**src/rtl/owm_pkg.sv**
```systemverilog
package owm_pkg;

    typedef enum logic [1:0] {
        OP_WRITE0 = 2'b00,
        OP_WRITE1 = 2'b01,
        OP_TOUCH  = 2'b10,
        OP_RESET  = 2'b11
    } owm_op_e;

    typedef enum logic [1:0] {
        SLOT_W0,
        SLOT_W1,
        SLOT_RD,
        SLOT_RST
    } owm_slot_e;

    typedef enum logic [1:0] {
        PH_IDLE,
        PH_LOW,
        PH_GAP,
        PH_REC
    } owm_phase_e;

    localparam int unsigned US_W       = 10;
    localparam int unsigned LONGEST_US = 500;

    // Nominal length in microseconds of each phase of each slot kind.
    function automatic logic [US_W-1:0] phase_us(owm_slot_e s, owm_phase_e p);
        logic [US_W-1:0] v;
        v = '0;
        unique case (s)
            SLOT_W1: v = (p == PH_LOW) ? 10'd6   : (p == PH_REC) ? 10'd64  : 10'd0;
            SLOT_W0: v = (p == PH_LOW) ? 10'd60  : (p == PH_REC) ? 10'd10  : 10'd0;
            SLOT_RD: v = (p == PH_LOW) ? 10'd6   : (p == PH_GAP) ? 10'd9   :
                         (p == PH_REC) ? 10'd55  : 10'd0;
            default: v = (p == PH_LOW) ? 10'd500 : (p == PH_GAP) ? 10'd70  :
                         (p == PH_REC) ? 10'd430 : 10'd0;
        endcase
        return v;
    endfunction

    function automatic logic slot_samples(owm_slot_e s);
        return (s == SLOT_RD) || (s == SLOT_RST);
    endfunction

    function automatic owm_slot_e decode_op(owm_op_e op, logic data);
        owm_slot_e s;
        unique case (op)
            OP_WRITE0: s = SLOT_W0;
            OP_WRITE1: s = SLOT_W1;
            OP_TOUCH:  s = data ? SLOT_RD : SLOT_W0;
            default:   s = SLOT_RST;
        endcase
        return s;
    endfunction

endpackage

```
**src/rtl/owm_tick_gen.sv**
```systemverilog
module owm_tick_gen #(
    parameter int unsigned CLK_HZ = 100_000_000
) (
    input  logic clk,
    input  logic rst_n,
    input  logic restart,
    output logic tick
);
    localparam int unsigned DIV  = (CLK_HZ / 1_000_000 < 1) ? 1 : CLK_HZ / 1_000_000;
    localparam int unsigned CW   = (DIV > 1) ? $clog2(DIV) : 1;
    localparam int unsigned LAST = DIV - 1;

    logic [CW-1:0] cnt_d, cnt_q;

    always_comb begin
        if (restart || (cnt_q == CW'(LAST))) begin
            cnt_d = '0;
        end else begin
            cnt_d = cnt_q + 1'b1;
        end
    end

    always_ff @(posedge clk or negedge rst_n) begin
        if (!rst_n) begin
            cnt_q <= '0;
        end else begin
            cnt_q <= cnt_d;
        end
    end

    assign tick = (cnt_q == CW'(LAST));

    generate
        if (DIV > 1) begin : g_div_chk
            // ticks are spaced by the divider, never back to back
            p_tick_spacing_r8: assert property (@(posedge clk) disable iff (!rst_n)
                tick |=> !tick);
        end
    endgenerate

endmodule

```
**src/rtl/owm_sync.sv**
```systemverilog
module owm_sync #(
    parameter int unsigned STAGES = 2
) (
    input  logic clk,
    input  logic rst_n,
    input  logic din,
    output logic dout
);
    logic [STAGES-1:0] sr_d, sr_q;

    always_comb begin
        sr_d = {sr_q[STAGES-2:0], din};
    end

    // Idle bus level is high, so the chain resets to ones.
    always_ff @(posedge clk or negedge rst_n) begin
        if (!rst_n) begin
            sr_q <= '1;
        end else begin
            sr_q <= sr_d;
        end
    end

    assign dout = sr_q[STAGES-1];

endmodule

```
**src/rtl/owm_slot_fsm.sv**
```systemverilog
module owm_slot_fsm
    import owm_pkg::*;
#(
    parameter int unsigned COEF_W = 4
) (
    input  logic              clk,
    input  logic              rst_n,
    input  logic              cmd_valid,
    input  logic [1:0]        cmd_op,
    input  logic              cmd_data,
    input  logic [COEF_W-1:0] delay_coef,
    input  logic              tick,
    input  logic              bus_s,
    output logic              start,
    output logic              pull_low,
    output logic              busy,
    output logic              done,
    output logic              result
);
    localparam int unsigned COEF_MAX = (1 << COEF_W) - 1;
    localparam int unsigned MAX_US   = LONGEST_US * COEF_MAX;
    localparam int unsigned CNT_W    = $clog2(MAX_US + 1);

    typedef struct packed {
        owm_phase_e        ph;
        owm_slot_e         slot;
        logic [COEF_W-1:0] coef;
        logic [CNT_W-1:0]  us;
        logic              smp;
        logic              done;
        logic              res;
    } fsm_t;

    fsm_t             d, q;
    logic [CNT_W-1:0] target;

    always_comb begin
        d      = q;
        d.done = 1'b0;
        start  = 1'b0;
        target = CNT_W'(phase_us(q.slot, q.ph)) * CNT_W'(q.coef);
        unique case (q.ph)
            PH_IDLE: begin
                if (cmd_valid) begin
                    start  = 1'b1;
                    d.ph   = PH_LOW;
                    d.us   = '0;
                    d.smp  = 1'b0;
                    d.slot = decode_op(owm_op_e'(cmd_op), cmd_data);
                    d.coef = (delay_coef == '0) ? COEF_W'(1) : delay_coef;
                end
            end
            default: begin
                if (tick) begin
                    if (q.us == target - 1'b1) begin
                        d.us = '0;
                        unique case (q.ph)
                            PH_LOW: d.ph = slot_samples(q.slot) ? PH_GAP : PH_REC;
                            PH_GAP: begin
                                d.smp = bus_s;
                                d.ph  = PH_REC;
                            end
                            default: begin
                                d.ph   = PH_IDLE;
                                d.done = 1'b1;
                                d.res  = q.smp;
                            end
                        endcase
                    end else begin
                        d.us = q.us + 1'b1;
                    end
                end
            end
        endcase
    end

    always_ff @(posedge clk or negedge rst_n) begin
        if (!rst_n) begin
            q <= '{ph: PH_IDLE, slot: SLOT_W0, coef: COEF_W'(1), us: '0,
                   smp: 1'b0, done: 1'b0, res: 1'b0};
        end else begin
            q <= d;
        end
    end

    assign pull_low = (q.ph == PH_LOW);
    assign busy     = (q.ph != PH_IDLE);
    assign done     = q.done;
    assign result   = q.res;

    // completion strobe lasts a single clock
    p_done_single_r10: assert property (@(posedge clk) disable iff (!rst_n)
        done |=> !done);

    // a done strobe only ever closes a running slot
    p_done_closes_slot_r10: assert property (@(posedge clk) disable iff (!rst_n)
        $rose(done) |-> $past(busy));

    // a request while busy leaves the captured slot and coefficient alone
    p_ignore_busy_r9: assert property (@(posedge clk) disable iff (!rst_n)
        (busy && cmd_valid) |=> ($stable(q.slot) && $stable(q.coef)));

    // an accepted command starts its low pulse in the next clock
    p_start_low_r8: assert property (@(posedge clk) disable iff (!rst_n)
        (!busy && cmd_valid) |=> pull_low);

    // releasing the line always leaves a wait before completion
    p_release_wait_r2: assert property (@(posedge clk) disable iff (!rst_n)
        $fell(pull_low) |-> (busy && !done));

    // write slots never report a one
    p_write_zero_r5: assert property (@(posedge clk) disable iff (!rst_n)
        (done && !slot_samples(q.slot)) |-> !result);

endmodule

```
**src/rtl/owm_slot_engine.sv**
```systemverilog
module owm_slot_engine #(
    parameter int unsigned CLK_HZ      = 100_000_000,
    parameter int unsigned COEF_W      = 4,
    parameter int unsigned SYNC_STAGES = 2
) (
    input  logic              clk,
    input  logic              rst_n,
    input  logic              cmd_valid,
    input  logic [1:0]        cmd_op,
    input  logic              cmd_data,
    input  logic [COEF_W-1:0] delay_coef,
    input  logic              bus_in,
    output logic              pull_low,
    output logic              busy,
    output logic              done,
    output logic              result
);
    logic tick;
    logic start;
    logic bus_s;

    owm_tick_gen #(
        .CLK_HZ (CLK_HZ)
    ) tick_i (
        .clk     (clk),
        .rst_n   (rst_n),
        .restart (start),
        .tick    (tick)
    );

    owm_sync #(
        .STAGES (SYNC_STAGES)
    ) sync_i (
        .clk   (clk),
        .rst_n (rst_n),
        .din   (bus_in),
        .dout  (bus_s)
    );

    owm_slot_fsm #(
        .COEF_W (COEF_W)
    ) fsm_i (
        .clk        (clk),
        .rst_n      (rst_n),
        .cmd_valid  (cmd_valid),
        .cmd_op     (cmd_op),
        .cmd_data   (cmd_data),
        .delay_coef (delay_coef),
        .tick       (tick),
        .bus_s      (bus_s),
        .start      (start),
        .pull_low   (pull_low),
        .busy       (busy),
        .done       (done),
        .result     (result)
    );

endmodule

```
**config.mk**
```make
export PLATFORM = sky130hd
export DESIGN_NAME = owm_slot_engine
export DESIGN_NICKNAME = d
export VERILOG_FILES = /design/src/rtl/owm_pkg.sv /design/src/rtl/owm_tick_gen.sv /design/src/rtl/owm_sync.sv /design/src/rtl/owm_slot_fsm.sv /design/src/rtl/owm_slot_engine.sv
export SDC_FILE = /design/constraint.sdc
export NUM_CORES = 1
export LEC_CHECK = 0
export ABC_AREA = 1
export BUFFER_PORTS_ARGS = -buffer_cell sky130_fd_sc_hd__buf_2
export CAP_MARGIN = 20
export CORE_MARGIN = 1
export CORE_UTILIZATION = 45
export DETAILED_ROUTE_END_ITERATION = 8
export PLACE_DENSITY = 0.73
export SLEW_MARGIN = 20
export SYNTH_ARGS = -nofsm -noshare
export SYNTH_HDL_FRONTEND = slang
export SYNTH_SLANG_ARGS = --single-unit
```
**constraint.sdc**
```tcl
create_clock -name clk -period 12.2 [get_ports clk]
set_clock_uncertainty 0.05 [all_clocks]
set_input_delay 2.44 -clock clk [delete_from_list [all_inputs] [get_ports clk]]
set_output_delay 2.44 -clock clk [all_outputs]
set_load 0.005 [all_outputs]
```
==> flow_summary.yaml, run 1 <==
run_status:
  status: "completed"
sta:
  max_freq_ghz: 0.209
  fin_crit_sh: 0.391
  finalSetupViolCount: 0
  worst_pin_slew_ps: 727
  grt_setup_unrepaired: "false"
  drv_slew: 0
  period_minus_slack_ps: 4770
  slew_headroom: 0.515
  hold_viol: 0
  tns_ps: 0
place:
  gp_congestion: 0.886
  dp_hpwl_um: 5810
  portBuffers: 14
  placed_area_um2: 3710
finish:
  drive_gt1_frac: 0.120
  layout_common_cells: "nand2_1 (129), inv_1 (95), nor2_1 (44)"
  antenna_cells: 0
  final_net_count: 569
  final_common_cell: "nand2_1"
  design_area_um2: 3850
  syn2layout_area_growth_pct: 8.08
  nFillCells: 751
synth:
  seq_area_frac_synth: 0.233
  synth_cell_types: 38
  ys.warnings.count: 0
  syn-cell-area_um2: 3560
  synthFlopType: "dfrtp_1"
  synthTopCellsByArea: "dfrtp_1 (21%), nand2_1 (14%), ha_1 (12%), inv_1 (10%), fa_1 (9.0%)"
  synth-seq-cells: 33
  synth_top_family_by_area: "simple AND/OR/NAND/NOR gates"
  synth-adder-area-share: 0.213
  async_reset_ff_frac: 1.00
  synth_xor_area_frac: 0.0566
  yosysTopAreaCell: "dfrtp_1"
  synthDominantCellAreaShare: 0.211
  synth_mux_area_frac: 0
  synth_area_per_cell_um2: 7.21
  synth-simple-area-share: 0.295
  synth_cells: 494
  synth_edf_count: 0
  synth_compound_area_frac: 0.0840
  synth.net_count: 556
route:
  via_per_inst: 4.89
  first_pass_iters: 5
  via_count: 2980
  drtIter0Drc: 132
  drc_errors: 0
  wl_per_cell_um: 11.5
  drt_wl_total_um: 6990
  antenna_left: 0
cts:
  cts_sinks: 33
  htreeDepth: 2
  cts_tree: "yes"
  cts_buffers: 5
  cts.clk_slew.worst_paths_ps: 70
  cts_buffer_depth: 2
  cts_resized: 0
  hold_buffers: 0
  clock_latency_ps: 290
  cts_setup_buffers: 0
  cts-root-buf: "clkbuf_8"
pwr:
  power.share.sequential: 0.464
  p_clk_frac: 0.519
  p_int_mw: 0.192
  p_leak_nw: 1.99
  peakVddDrop_uv: 64.9
  p_sw_frac: 0.189
  switchingPower_mw: 0.0447
  power.density_nw_per_um2: 61.6
  pwr-share-comb: 0.017
floorplan:
  rows: 32
  die-area_um2: 8270
  fp.dieW_um: 90.9
  start_util: 0.463
  die_h_um: 90.9
  io_pins: 15
  core_area_um2: 7690
global_route:
  track_usage: 0.184
  grt_max_degree: 34
  grt_pass1_wl_um: 12400
  antenna_found_initial: 0
  grt-ovfl-total: 0
  grt_pass1_vias: 2873
setup_path:
  setup.worst_path.class: "reg -> reg"
  slowest_delay_ps: 510
  worst_path_max_delay_cell: "fa_1"
  cp_max_fo: 6
  crit_top_cell: "nand2_1"
  crit_required_ps: 12330
  cp-start-kind: "flip-flop"
  worstPathArrival_ps: 4910
  end_kind: "flip-flop"
hold_path:
  hold_path_class: "reg -> reg"
run:
  drv_cap: 0
## registers in the layout, indices dropped and copies added, names as in the netlist
register,count
fsm_i.result,1
sync_i.sr_q,2
fsm_i.q,22
fsm_i.done,1
tick_i.cnt_q,7
## power by group through the flow
| stage | Sequential (mW) | Combinational [mW] | Clock, mW |
|---|---|---|---|
| 4_1_cts | 0.110 | 0.00424 | 0.126 |
| 3_3_place_gp | 0.112 | 0.00422 | 0 |
| 6_report | 0.110 | 0.00406 | 0.123 |
| 3_5_place_dp | 0.112 | 0.00424 | 0 |
| 2_1_floorplan | 0.112 | 0.000477 | 0 |
| 5_1_grt | 0.110 | 0.00499 | 0.131 |
## kinds of logic after synthesis
| family | after synthesis |
|---|---|
| adders and majority gates | 51 |
| DFF | 33 |
| buffers and inverters | 109 |
| xor gates and xnor gates | 23 |
| and+or+nand+nor | 234 |
| AOI/OAI and AO/OA | 44 |
## per-layer routing
layer  part of all wire  GRT usage
met4              0.021     0.0675
met2               0.47      0.320
met1               0.47      0.233
met5                  0          0
met3              0.030     0.0226
## synth_stat cells (2+ instances only)
cell	number
inv_2	6
nand2_1	129
clkbuf_1	4
dfstp_2	3
dfrtp_1	30
ha_1	35
a21boi_0	2
nor2_1	44
o211ai_1	2
nor2_2	2
xor2_1	16
buf_2	2
fa_1	16
o21ai_1	2
nor3_1	2
inv_1	95
o21ai_0	17
o22ai_2	5
o21ai_2	4
nand2_2	8
nor3b_1	2
xnor2_1	7
nor2_4	3
nand3_1	28
a21oi_1	9
nand3_2	4
nand3b_1	2
nand4_1	5
## final cells by class
type	count	area, µm²	area share
inverter	101	379	0.0985
clock inverter	3	65.1	0.0169
clock buffer	5	68.8	0.0179
tap	102	128	0.0332
sequential	33	830	0.216
timing repair buffer	14	70.1	0.0182
multi-input combinational	352	2310	0.600
## path summary, 6_finish.rpt
path,slack [ps],cells after the start,endpoint,start
min in group asynchronous,2150,1,fsm_i.q[12]$_DFFE_PN0P_,rst_n
max in group asynchronous,9480,1,fsm_i.q[17]$_DFFE_PN0P_,rst_n
min reg2reg,310,0,sync_i.sr_q[1]$_DFF_PN1_,sync_i.sr_q[0]$_DFF_PN1_
min,310,0,sync_i.sr_q[1]$_DFF_PN1_,sync_i.sr_q[0]$_DFF_PN1_
max,7430,26,fsm_i.q[2]$_DFFE_PN0P_,fsm_i.q[23]$_DFFE_PN0P_
max reg2reg,7430,26,fsm_i.q[2]$_DFFE_PN0P_,fsm_i.q[23]$_DFFE_PN0P_
## worst max-delay path, delay by kind of cell, from the launching register on
family                   cells  cell delay (ps)
AO/OA/AOI/OAI                2              500
AND/OR/NAND/NOR             14             1400
flip-flops                   1              440
buffers and inverters        5              410
adder cells (fa/ha/maj)      5             1870
## metrics by stage
| stage | util | hold WS, ps | std cells | setup slack (ps) | power [mW] |
|---|---|---|---|---|---|
| 3_5_place_dp | 0.483 | 298 | 602 | 7440 | 0.116 |
| 2_1_floorplan | - | 295 | 494 | 7840 | 0.113 |
| 5_1_grt | 0.500 | 309 | 610 | 7090 | 0.246 |
| 6_report | 0.500 | 309 | 610 | 7430 | 0.237 |
| 4_1_cts | 0.500 | 308 | 610 | 7450 | 0.240 |
| 3_3_place_gp | 0.483 | 299 | 602 | 7610 | 0.116 |
Power figures use the tool's default switching activity.
==> inputs of run 2 (changes only) <==
clock period = 4.7 ns   (was 12.2 ns; I/O delays follow)
==> run 2 against run 1 <==
  * Fmax up 5.5%
  * Clock-buffer cell count up 2
  * Largest cell class unchanged
  * First-iteration DRC count rose by 28%
  * Highest routed layer unchanged
  * Sequential cell count stayed put
  * Critical path type unchanged
  * Setup slack lost 7300 ps
  * Final cell count increased by 0.98%
  * Combinational power grew to 2.6 times the previous value
  * Critical path depth down 3
  * Critical endpoint is now fsm_i.q[5]$_DFFE_PN0P_
==> flow_summary.yaml, run 2 (synthesis gave the netlist of run 1 again) <==
run_status:
  status: "completed"
finish:
  antenna_cells: 0
  final_util: 0.521
  design_area_um2: 4010
  final_common_cell: "nand2_1"
  layout_common_cells: "nand2_1 (127), inv_1 (93), nor2_1 (41)"
  largest_reg_flops: 22
  syn2layout_area_growth_pct: 12.5
  final-seq-area_um2: 833
  reg_top3: "fsm_i.q: 22 flops, tick_i.cnt_q: 7 flops, sync_i.sr_q: 2 flops"
  final_net_count: 575
  multi_input_area_um2: 2430
  top_register: "fsm_i.q"
  drive_gt1_frac: 0.171
  instances_no_fill: 616
  nFillCells: 724
pwr:
  p_leak_nw: 2.01
  peakVddDrop_uv: 134
  p_total_mw: 0.582
  power.density_nw_per_um2: 145
sta:
  hold_viol: 0
  finalSetupViolCount: 0
  slew_headroom: 0.505
  period_minus_slack_ps: 4520
  drv_slew: 0
  tns_ps: 0
  setup_ws_ps: 176
  worst_pin_slew_ps: 742
  max_freq_ghz: 0.221
  holdWs_ps: 318
  fin_crit_sh: 0.963
cts:
  clock_latency_ps: 290
  cts-root-buf: "clkbuf_8"
  cts_tree: "yes"
  cts_buffer_depth: 2
  cts_sinks: 33
  cts_buffers: 5
  htreeDepth: 2
  cts.clk_slew.worst_paths_ps: 70
  hold_buffers: 0
floorplan:
  rows: 32
  fp.dieW_um: 90.9
  io_pins: 15
  die_h_um: 90.9
  start_util: 0.463
  core_area_um2: 7690
  die-area_um2: 8270
setup_path:
  cp_cell_sequence: "inv_2, ha_2, o21ai_4, inv_1, o21ai_2, inv_1, nand2_1, ha_4, fa_1, inv_1, fa_1, ha_2, or2_1, nand3_1, nand3b_1, nand2_1, nand2_2, inv_2, nand3_2, nor2_4, nand3_2, nand2_4, o21ai_0"
  cp-start-kind: "flip-flop"
  rrSetupSlack_ps: 180
  crit_top_cell: "inv_1"
  reg2reg_from: "fsm_i.q[22]$_DFFE_PN0P_"
  slowest_delay_ps: 540
  r2r_end: "fsm_i.q[5]$_DFFE_PN0P_"
  end_kind: "flip-flop"
  setup.worst_path.class: "reg -> reg"
  rr_worst_depth: 23
  endpoint: "fsm_i.q[5]$_DFFE_PN0P_"
  worst_path_max_delay_cell: "fa_1"
  crit_required_ps: 4820
  cp_max_fo: 12
  worstPathArrival_ps: 4650
  startpoint: "fsm_i.q[22]$_DFFE_PN0P_"
run:
  drv_cap: 0
route:
  via_per_inst: 5.00
  drt_wl_total_um: 7770
  drtIter0Drc: 169
  drc_errors: 0
  first_pass_iters: 5
  met2WireLength_um: 3830
  top_layer_used: "met4"
  wl_per_cell_um: 12.6
  via_count: 3077
  wl_met1_um: 3490
  met3_length_um: 293
  antenna_left: 0
global_route:
  track_usage: 0.195
  antenna_found_initial: 0
  grt-ovfl-total: 0
  grt_pass1_vias: 3041
  grt_pass1_wl_um: 13100
  grt_max_degree: 34
hold_path:
  hold_path_class: "reg -> reg"
  hold_depth: 0
place:
  gp_congestion: 0.852
  portBuffers: 14
  dp_hpwl_um: 5990
  dp_slack_ps: -51.7
  place_inst: 605
  placed_area_um2: 3740
run 2: cell count changes in the layout (fill, tap and decap cells not counted), moves of 2 or more:
cell | previous run | this run
ha_1 | 35 | 25
nor2_2 | 2 | 5
buf_4 | 0 | 6
dfrtp_2 | 0 | 3
ha_2 | 0 | 3
dfrtp_1 | 30 | 27
ha_4 | 0 | 7
nor2_1 | 44 | 41
nand2_1 | 129 | 127
inv_1 | 95 | 93
o21ai_0 | 17 | 11
inv_2 | 6 | 8
o21ai_1 | 2 | 6
run 2: layout make-up:
cell class,instances,area share
inverters,101,0.0946
clock buffers,7,0.0215
multi-input cells,352,0.608
repair buffers,20,0.0287
well taps,102,0.0319
flip-flops and latches,33,0.208
clock inverters,1,0.00750
run 2: power by group:
part / internal, mW / total [mW] / switching [mW]
clock: 0.173 / 0.285 / 0.112
sequential: 0.285 / 0.286 / 0.000221
combinational: 0.00347 / 0.0107 / 0.00725
run 2: worst min path at each step:
| stage | startpoint | to | slack, ps |
|---|---|---|---|
| floorplan | sync_i.sr_q[0]$_DFF_PN1_ | sync_i.sr_q[1]$_DFF_PN1_ | 300 |
| detailed placement | sync_i.sr_q[0]$_DFF_PN1_ | sync_i.sr_q[1]$_DFF_PN1_ | 300 |
| global route | sync_i.sr_q[0]$_DFF_PN1_ | sync_i.sr_q[1]$_DFF_PN1_ | 320 |
| finish | sync_i.sr_q[0]$_DFF_PN1_ | sync_i.sr_q[1]$_DFF_PN1_ | 320 |
| CTS | sync_i.sr_q[0]$_DFF_PN1_ | sync_i.sr_q[1]$_DFF_PN1_ | 320 |
| global placement | sync_i.sr_q[0]$_DFF_PN1_ | sync_i.sr_q[1]$_DFF_PN1_ | 300 |
run 2: timing repair:
action | in CTS | in global routing
endpoints found under the hold margin | 0 | 0
setup endpoints to repair | 8 | 18
setup buffers | 0 | 3
resized for setup | 1 | 31
pin swaps | 0 | 7
run 2: worst max-delay path: cells and delay by family, from the launching register on:
kind / cells / cell delay [ps]
flip-flops: 1 / 480
AND/OR/NAND/NOR: 10 / 1270
buffers and inverters: 5 / 330
AO/OA/AOI/OAI: 3 / 450
adder cells (fa/ha/maj): 5 / 1830
run 2: routing by layer:
metal / vias to the layer above / GRT usage
met5: - / 0
met4: 0 / 0.0622
met3: 15 / 0.0268
met2: 77 / 0.355
met1: 1427 / 0.235
li1: 1558 / -
==> inputs of run 3 (changes only) <==
GPL_TIMING_DRIVEN = 1   (was default)
SETUP_SLACK_MARGIN = 0.5   (was default)
==> run 3 against run 2 <==
  * Critical path depth increased by 3
  * Die area unchanged
  * Worst hold slack got worse by 9.5 ps
  * Critical path type unchanged
  * Largest power group unchanged
==> flow_summary.yaml, run 3 (synthesis gave the netlist of run 1 again) <==
run_status:
  status: "completed"
setup_path:
  worstPathArrival_ps: 4580
  end_kind: "flip-flop"
  cp_max_fo: 6
  slowest_delay_ps: 540
  worst_path_max_delay_cell: "fa_1"
  crit_required_ps: 4820
  critPathBufInv: 4
  crit_top_cell: "nand2_1"
  setup.worst_path.class: "reg -> reg"
  cp-start-kind: "flip-flop"
  crit_family: "adder cells"
cts:
  cts.clk_slew.worst_paths_ps: 60
  htreeDepth: 2
  cts_buffer_depth: 2
  cts-root-buf: "clkbuf_8"
  hold_buffers: 0
  clock_latency_ps: 290
  cts_sinks: 33
  cts_buffers: 5
  cts_tree: "yes"
finish:
  reg_top3: "fsm_i.q: 22 flops, tick_i.cnt_q: 7 flops, sync_i.sr_q: 2 flops"
  layout_common_cells: "nand2_1 (102), inv_1 (84), nor2_1 (36)"
  top_register: "fsm_i.q"
  multi_input_area_um2: 2770
  final_common_cell: "nand2_1"
  largest_reg_flops: 22
  nFillCells: 622
  drive_gt1_frac: 0.324
  final_net_count: 598
  final-seq-area_um2: 835
  syn2layout_area_growth_pct: 27.4
  antenna_cells: 0
route:
  drtIter0Drc: 184
  first_pass_iters: 5
  drc_errors: 0
  wl_per_cell_um: 14.4
  drt_wl_total_um: 9180
  antenna_left: 0
  via_count: 3292
  via_per_inst: 5.15
sta:
  slew_headroom: 0.490
  max_freq_ghz: 0.224
  hold_viol: 0
  holdWs_ps: 308
  grt_setup_unrepaired: "true"
  fin_crit_sh: 0.948
  finalSetupViolCount: 0
  drv_slew: 0
  worst_pin_slew_ps: 765
  period_minus_slack_ps: 4450
  setup_ws_ps: 246
run:
  drv_cap: 0
global_route:
  grt-ovfl-total: 0
  grt_pass1_vias: 3333
  track_usage: 0.227
  antenna_found_initial: 0
  grt_max_degree: 34
  grt_pass1_wl_um: 15000
place:
  dp_hpwl_um: 5870
  gp_congestion: 0.885
  portBuffers: 14
  dp_slack_ps: -14.3
floorplan:
  core_area_um2: 7690
  io_pins: 15
  start_util: 0.463
  die-area_um2: 8270
  rows: 32
  die_h_um: 90.9
  fp.dieW_um: 90.9
pwr:
  power.density_nw_per_um2: 128
  p_leak_nw: 2.17
  peakVddDrop_uv: 171
hold_path:
  hold_path_class: "reg -> reg"
run 3: per-stage QoR:
step | util | cell area (µm²) | cells | power [mW] | TNS (ps)
floorplan | - | 3580 | 494 | 0.292 | 0
global route | 0.590 | 4530 | 639 | 0.593 | 0
detailed placement | 0.487 | 3750 | 604 | 0.302 | -16.0
CTS | 0.571 | 4390 | 636 | 0.586 | 0
finish | 0.590 | 4530 | 639 | 0.580 | 0
global placement | 0.487 | 3750 | 604 | 0.302 | 0
run 3: cell type report:
class	instances	share of cell area
Tap cell	102	0.0281
Inverter	101	0.0853
Timing Repair Buffer	42	0.0651
Clock buffer	7	0.0190
Sequential cell	33	0.184
Multi-Input combinational cell	353	0.612
Clock inverter	1	0.00662
run 3: repair_timing:
action / 4_1_cts / 5_1_grt
pin swaps: 48 / 14
gates cloned: 1 / 0
setup buffers: 23 / 3
setup endpoints to repair: 18 / 18
gates resized for setup: 80 / 36
run 3: where the power goes:
| part | switching (mW) | internal, mW | leakage (nW) |
|---|---|---|---|
| registers | 0.000192 | 0.285 | 0.359 |
| logic | 0.00818 | 0.00350 | 1.76 |
| clock network | 0.110 | 0.173 | 0.0585 |
run 3: path summary, 6_finish.rpt:
kind                                          start                       end  slack [ps]  cells past startpoint
max                         fsm_i.q[22]$_DFFE_PN0P_    fsm_i.q[2]$_DFFE_PN0P_         250                     26
min                        sync_i.sr_q[0]$_DFF_PN1_  sync_i.sr_q[1]$_DFF_PN1_         310                      0
max reg2reg                 fsm_i.q[22]$_DFFE_PN0P_    fsm_i.q[2]$_DFFE_PN0P_         250                     26
min reg2reg                sync_i.sr_q[0]$_DFF_PN1_  sync_i.sr_q[1]$_DFF_PN1_         310                      0
max in group asynchronous                     rst_n   fsm_i.q[22]$_DFFE_PN0P_        3380                      1
min in group asynchronous                     rst_n   fsm_i.q[12]$_DFFE_PN0P_         670                      1
run 3: per-layer routing:
layer  vias to the layer above  part of all wire  wire length [µm]  GRT usage
li1                       1603                 -                 -          -
met1                      1558              0.41              3810      0.272
met2                       104              0.52              4740      0.415
met3                        27             0.043               391     0.0285
met4                         0             0.027               245     0.0780
met5                         -                 0                 0          0
